`src/rtl/tampf_pkg.sv`:
```
package tampf_pkg;
  localparam int TF_EXT_CH = 3;
  localparam int TF_RATES  = 8;
  localparam int TF_DUR_W  = 4;

  // Sample tick selector codes (index into the tick vector)
  typedef enum logic [2:0] {
    RATE_32K = 3'd0,
    RATE_512 = 3'd1,
    RATE_128 = 3'd2,
    RATE_64  = 3'd3,
    RATE_16  = 3'd4,
    RATE_8   = 3'd5,
    RATE_4   = 3'd6,
    RATE_2   = 3'd7
  } rate_e;
endpackage

```
`src/rtl/tampf_sync.sv`:
```
module tampf_sync #(
  parameter int W = 3
) (
  input  logic         clk,
  input  logic         rst_n,
  input  logic [W-1:0] d,
  output logic [W-1:0] q
);
  logic [W-1:0] s1;

  always_ff @(posedge clk or negedge rst_n) begin
    if (!rst_n) begin
      s1 <= '0;
      q  <= '0;
    end else begin
      s1 <= d;
      q  <= s1;
    end
  end
endmodule

```
`src/rtl/tampf_cfg.sv`:
```
module tampf_cfg #(
  parameter int NUM_EXT = 3,
  parameter int DUR_W   = 4,
  parameter int SEL_W   = 3,
  parameter int CH_W    = 2
) (
  input  logic                            clk,
  input  logic                            rst_n,
  input  logic                            we,
  input  logic [CH_W-1:0]                 chan,
  input  logic                            pol_in,
  input  logic [SEL_W-1:0]                rate_in,
  input  logic [DUR_W-1:0]                dur_in,
  input  logic                            lock_req,
  output logic [NUM_EXT-1:0]              pol_q,
  output logic [NUM_EXT-1:0][SEL_W-1:0]   rate_q,
  output logic [NUM_EXT-1:0][DUR_W-1:0]   dur_q
);
  logic frozen;

  always_ff @(posedge clk or negedge rst_n) begin
    if (!rst_n)        frozen <= 1'b0;
    else if (lock_req) frozen <= 1'b1;
  end

  for (genvar g = 0; g < NUM_EXT; g++) begin : g_reg
    always_ff @(posedge clk or negedge rst_n) begin
      if (!rst_n) begin
        pol_q[g]  <= 1'b0;
        rate_q[g] <= '0;
        dur_q[g]  <= '0;
      end else if (we && !frozen && chan == CH_W'(g)) begin
        pol_q[g]  <= pol_in;
        rate_q[g] <= rate_in;
        dur_q[g]  <= dur_in;
      end
    end
  end

  // Once frozen, settings never move again until reset
  assert_frozen_R11: assert property (@(posedge clk) disable iff (!rst_n)
    frozen |=> ($stable(pol_q) && $stable(rate_q) && $stable(dur_q)));
endmodule

```
`src/rtl/tampf_filt.sv`:
```
module tampf_filt #(
  parameter int DUR_W  = 4,
  parameter int SEL_W  = 3,
  parameter int RATE_N = 8
) (
  input  logic              clk,
  input  logic              rst_n,
  input  logic              lvl,
  input  logic              pol,
  input  logic [SEL_W-1:0]  rate,
  input  logic [DUR_W-1:0]  dur,
  input  logic [RATE_N-1:0] tick,
  output logic              hit
);
  logic             active;
  logic             smp;
  logic [DUR_W-1:0] cnt;
  logic [DUR_W:0]   need;
  logic [DUR_W:0]   cnt_p1;

  always_comb begin
    active = lvl ^ pol;
    smp    = tick[rate];
    need   = (dur == '0) ? (DUR_W+1)'(1) : {1'b0, dur};
    cnt_p1 = {1'b0, cnt} + (DUR_W+1)'(1);
    hit    = smp && active && (cnt_p1 >= need);
  end

  always_ff @(posedge clk or negedge rst_n) begin
    if (!rst_n) begin
      cnt <= '0;
    end else if (smp) begin
      if (!active)  cnt <= '0;
      else if (!hit) cnt <= cnt_p1[DUR_W-1:0];
    end
  end

  assert_idle_clears_R6: assert property (@(posedge clk) disable iff (!rst_n)
    (smp && !active) |=> (cnt == '0));
endmodule

```
`src/rtl/tampf_top.sv`:
```
module tampf_top #(
  parameter int NUM_EXT = tampf_pkg::TF_EXT_CH,
  parameter int RATE_N  = tampf_pkg::TF_RATES,
  parameter int DUR_W   = tampf_pkg::TF_DUR_W,
  localparam int NCH    = NUM_EXT + 1,
  localparam int SEL_W  = $clog2(RATE_N),
  localparam int CH_W   = $clog2(NCH)
) (
  input  logic              clk,
  input  logic              rst_n,
  input  logic              cfg_we,
  input  logic [CH_W-1:0]   cfg_chan,
  input  logic              cfg_pol,
  input  logic [SEL_W-1:0]  cfg_rate,
  input  logic [DUR_W-1:0]  cfg_dur,
  input  logic              cfg_lock,
  input  logic              irq_en,
  input  logic [NCH-1:0]    sts_clr,
  input  logic [RATE_N-1:0] tick,
  input  logic [NUM_EXT-1:0] pin,
  input  logic              int_src,
  output logic [NCH-1:0]    sts,
  output logic              irq
);
  logic [NUM_EXT-1:0]            pin_s;
  logic [NUM_EXT-1:0]            pol_q;
  logic [NUM_EXT-1:0][SEL_W-1:0] rate_q;
  logic [NUM_EXT-1:0][DUR_W-1:0] dur_q;
  logic [NUM_EXT-1:0]            hit;
  logic [NCH-1:0]                set_v;

  tampf_sync #(.W(NUM_EXT)) i_sync (
    .clk(clk), .rst_n(rst_n), .d(pin), .q(pin_s)
  );

  tampf_cfg #(.NUM_EXT(NUM_EXT), .DUR_W(DUR_W), .SEL_W(SEL_W), .CH_W(CH_W)) i_cfg (
    .clk(clk), .rst_n(rst_n), .we(cfg_we), .chan(cfg_chan),
    .pol_in(cfg_pol), .rate_in(cfg_rate), .dur_in(cfg_dur),
    .lock_req(cfg_lock), .pol_q(pol_q), .rate_q(rate_q), .dur_q(dur_q)
  );

  for (genvar g = 0; g < NUM_EXT; g++) begin : g_ch
    tampf_filt #(.DUR_W(DUR_W), .SEL_W(SEL_W), .RATE_N(RATE_N)) i_filt (
      .clk(clk), .rst_n(rst_n), .lvl(pin_s[g]), .pol(pol_q[g]),
      .rate(rate_q[g]), .dur(dur_q[g]), .tick(tick), .hit(hit[g])
    );
  end

  assign set_v = {int_src, hit};

  // Sticky status: a new event in the same cycle beats a clear
  always_ff @(posedge clk or negedge rst_n) begin
    if (!rst_n) sts <= '0;
    else        sts <= (sts & ~sts_clr) | set_v;
  end

  assign irq = irq_en && (|sts);

  assert_sticky_R9: assert property (@(posedge clk) disable iff (!rst_n)
    1'b1 |=> ((sts & $past(sts) & ~$past(sts_clr)) == ($past(sts) & ~$past(sts_clr))));
  assert_hit_sets_R4: assert property (@(posedge clk) disable iff (!rst_n)
    (|hit) |=> ((sts[NUM_EXT-1:0] & $past(hit)) == $past(hit)));
  assert_internal_R8: assert property (@(posedge clk) disable iff (!rst_n)
    int_src |=> sts[NUM_EXT]);
  assert_irq_gate_R10: assert property (@(posedge clk) disable iff (!rst_n)
    irq |-> irq_en);
endmodule

```
`config.mk`:
```
export PLATFORM = sky130hd
export DESIGN_NAME = tampf_top
export DESIGN_NICKNAME = d
export VERILOG_FILES = /design/src/rtl/tampf_pkg.sv /design/src/rtl/tampf_sync.sv /design/src/rtl/tampf_cfg.sv /design/src/rtl/tampf_filt.sv /design/src/rtl/tampf_top.sv
export SDC_FILE = /design/constraint.sdc
export NUM_CORES = 1
export LEC_CHECK = 0
export BUFFER_PORTS_ARGS = -buffer_cell sky130_fd_sc_hd__clkbuf_2
export CELL_PAD_IN_SITES_DETAIL_PLACEMENT = 0
export CELL_PAD_IN_SITES_GLOBAL_PLACEMENT = 2
export CORE_ASPECT_RATIO = 1.5
export CORE_MARGIN = 2
export CORE_UTILIZATION = 39
export CTS_BUF_LIST = sky130_fd_sc_hd__clkbuf_2
export DETAILED_ROUTE_END_ITERATION = 16
export PLACE_DENSITY = 0.9
export SETUP_SLACK_MARGIN = 0.1
export SLEW_MARGIN = 5
export SYNTH_ARGS = -nofsm -noshare
export SYNTH_HDL_FRONTEND = slang
export SYNTH_SLANG_ARGS = --single-unit
```
`constraint.sdc`:
```
create_clock -name clk -period 2.8 [get_ports clk]
set_input_delay 0.56 -clock clk [delete_from_list [all_inputs] [get_ports clk]]
set_output_delay 0.56 -clock clk [all_outputs]
set_load 0.01 [all_outputs]
```
==> summary.txt <==
Run status
  • Status: finished, final reports clean

Flow run
  • Max Cap Viol: 0

Logic synthesis
  • Post-synth top cells: dfrtp_1 (47), inv_1 (24), nand2_1 (23), mux2_2 (18), ha_1 (15)
  • Syn_area_per_cell: 11.60 um2
  • FFs w/ async S/R, synth: between 90% and 100%
  • Sequential cell area fraction in the yosys report: 48.06%
  • Distinct cell type count after synthesis: 34
  • Synth Cell Area: around 2400 um2
  • Mapped Nets: 257
  • Synth Register Bits: 47
  • Most used DFF post-synth: dfrtp_1
  • Syn Inst Count: roughly 210
  • Area leader, netlist: dfrtp_1
  • EDFF count, synth: 0
  • Share of the synthesized area in the top cell type: 48.06%
  • Most common cell in the synthesized netlist: dfrtp_1
  • Ys Warns: 0
  • Dominant cells by area after synthesis: dfrtp_1 (48%), mux2_2 (8.3%), ha_1 (7.7%)

Drt
  • Drt wl/cell: 15.08 um
  • DRC viols: 0
  • WL final: 4.961 mm
  • Final ANT Viol Nets: 0
  • 1st-iter DRT viols: 86
  • Vias: 1734
  • Vias per Instance: 5.271
  • Drt first pass iters: 4

Power
  • Int Pwr: 0.001031 W
  • Comb pwr share: between 20 and 30%
  • Overall Power: 0.001542 W
  • Power share of the sequential group: 54.9%
  • Max VDD drop: 0.2884 mV
  • Leakage: approximately 1.4 nW
  • Net switching power: just over 0.0005 W
  • Sw frac: 33.17%
  • Clock share of power: ~17%
  • PwrDens: 552.7 nW/um2

Worst setup path
  • Worst endpoint required time: 3.10 ns
  • R2R cell count: 8
  • Startpoint Class: flop
  • Kind of critical path: reg -> reg
  • Critical Path AT: 2.58 ns
  • Largest fanout on the critical path: 5
  • Crit. End Element: flop
  • RR Startpoint: g_ch[1].i_filt.cnt[0]$_DFFE_PN0P_
  • R2R setup slack: 0.53 ns
  • CP peak stage delay: 0.47 ns
  • Critical Path, Cell by Cell: ha_1 > xor2_1 > ha_1 > a21o_1 > a31oi_1 > o21a_1 > nand2_1 > o311ai_0
  • Most used cell, CP: ha_1
  • R2R Path End: g_ch[1].i_filt.cnt[2]$_DFFE_PN0P_
  • Slowest cell on the critical path: dfrtp_1

GRT
  • Vias in the first global route: 1753
  • Gr usage total: 16.03%
  • Grt total ovfl: 0
  • Largest net degree at the start of global routing: 48
  • Initial antenna violation count: 0
  • First-pass GRT wire length: 8.259 mm

Clock network
  • CTS root buffer: clkbuf_2
  • CTS max path bufs: 2
  • Hold_buf cts: 0
  • CTS Sinks: 47
  • PostCTS Resize Cnt: 0
  • Worst-path clk slew: 0.22 ns
  • H-tree levels: 2
  • Clk_lat worst skew: roughly 0.4 ns
  • Number of post-CTS setup repair buffers: 0
  • CTS buffer count: 5
  • CTS tree: done

Placed design
  • I/O Buffers: 35
  • Post-detail-place hpwl: 3.806 mm
  • Post-DP Area: 2753 um2
  • Post-place setup slack: between 0.5 and 0.6 ns
  • GP Congestion: ~0.9

STA
  • Maximum clock rate: 0.4397 GHz
  • Max-slew violation count: 0
  • Tmin final: 2.274 ns
  • # setup viols final: 0
  • Worst slew margin: 60.57%
  • Final WS setup: 0.5258 ns
  • Fin Clk Skew: ~0.016 ns
  • RSZ-0062 raised after global routing: no
  • TNS Setup: 0 ns
  • Hold WS: 0.2121 ns
  • Worst Tran Pin Value: 0.5915 ns
  • Final hold violations: 0
  • Period utilization: 81.22%

Floorplan
  • Core ar.: 6087 um2
  • Cell Rows: 35
  • Die area: a little under 7000 um2
  • Die height: 101.0 um
  • Starting Density: approximately two fifths
  • # IOs: 36
  • Die Width: 68.68 um

Cells and area
  • Layout cells sized above 1: 29.02%
  • Area Growth Syn to Fin: 14.01%
  • Final layout net count: 300
  • Antenna Cells: 0
  • Fin area: approximately 2800 um2

Worst hold path
  • Hold Crit Class: in -> async
-- critical path: cells and delay by family (launching register included) --
kind	cells	cell delay, ns
flip-flops	1	0.47
AND/OR/NAND/NOR	1	0.09
adder cells (fa/ha/maj)	2	0.58
AO/OA/AOI/OAI	4	0.88
XOR/XNOR	1	0.16
-- sequential cells by signal, summed over array words and instances, names as in the netlist --
signal,flops
i_sync.s1,3
i_cfg.rate_q,9
i_cfg.pol_q,3
g_ch.i_filt.cnt,12
i_cfg.frozen,1
sts,4
i_sync.q,3
i_cfg.dur_q,12
-- cells by family (layout without fill, tap and decap cells) --
group,after synthesis,count (layout),synth area share (%)
AO/OA/AOI/OAI,48,48,13.96
flip-flops,47,47,48.06
AND/OR/NAND/NOR,40,40,8.129
buffers and inverters,27,71,4.141
multiplexers,25,25,14.83
adder cells (fa/ha/maj),15,15,7.669
XOR/XNOR,9,9,3.221
-- layout make-up --
type	count	area, um2
fillers	569	3297
multi-input cells	137	1189
flip-flops and latches	47	1176
repair buffers	39	205.2
well taps	74	92.59
inverters	24	90.09
clock buffers	6	30.03
clock inverters	2	7.507
-- how the worst max path moves through the flow --
stage / startpoint / endpoint / slack (ns) / depth (start not counted)
global route: g_ch[1].i_filt.cnt[0]$_DFFE_PN0P_ / g_ch[1].i_filt.cnt[2]$_DFFE_PN0P_ / 0.29 / 8
CTS: g_ch[1].i_filt.cnt[0]$_DFFE_PN0P_ / g_ch[1].i_filt.cnt[2]$_DFFE_PN0P_ / 0.53 / 8
finish: g_ch[1].i_filt.cnt[0]$_DFFE_PN0P_ / g_ch[1].i_filt.cnt[2]$_DFFE_PN0P_ / 0.53 / 8
global placement: g_ch[1].i_filt.cnt[0]$_DFFE_PN0P_ / g_ch[1].i_filt.cnt[2]$_DFFE_PN0P_ / 0.62 / 8
floorplan: g_ch[2].i_filt.cnt[0]$_DFFE_PN0P_ / g_ch[2].i_filt.cnt[3]$_DFFE_PN0P_ / 0.75 / 8
detailed placement: g_ch[1].i_filt.cnt[0]$_DFFE_PN0P_ / g_ch[1].i_filt.cnt[2]$_DFFE_PN0P_ / 0.57 / 8
-- routing by layer --
| layer | track usage, % | share of wire [%] |
|---|---|---|
| met1 | 19.70 | 41 |
| met2 | 27.37 | 54 |
| met3 | 2.905 | 3.6 |
| met4 | 5.692 | 1.4 |
| met5 | 0 | 0 |
-- stage by stage --
| stage | utilization (%) | instances |
|---|---|---|
| after floorplan | - | 211 |
| after global placement | 45.22 | 321 |
| after detailed placement | 45.22 | 321 |
| after CTS | 45.84 | 329 |
| after global routing | 45.84 | 329 |
| final | 45.84 | 329 |
-- power by group through the flow --
stage | clock network (W) | registers (W) | logic [W]
after floorplan | 0 | 0.000841 | 0.000307
after global placement | 0 | 0.000858 | 0.000426
after detailed placement | 0 | 0.000861 | 0.000438
after CTS | 0.000280 | 0.000847 | 0.000443
after global routing | 0.000303 | 0.000861 | 0.000509
final | 0.000260 | 0.000847 | 0.000436
-- layout by cell type (no fill, tap or decap), drive strengths merged, types with 2 or more instances in the layout --
cell	netlist	routed
nor4bb	2	2
inv	24	24
mux2	18	18
nor2b	2	2
buf	0	4
o32ai	2	2
nand2	23	23
a41o	2	2
ha	15	15
a21oi	4	4
clkinv	0	2
o21ai	14	14
a32o	4	4
xnor2	4	4
o311ai	2	2
mux4	6	6
dfrtp	47	47
o221ai	2	2
a31oi	5	5
a21o	5	5
nand3	5	5
nand2b	2	2
a31o	3	3
clkbuf	3	41
o21a	2	2
and2	3	3
xor2	5	5
No activity file was read; power rests on OpenSTA's default activity.
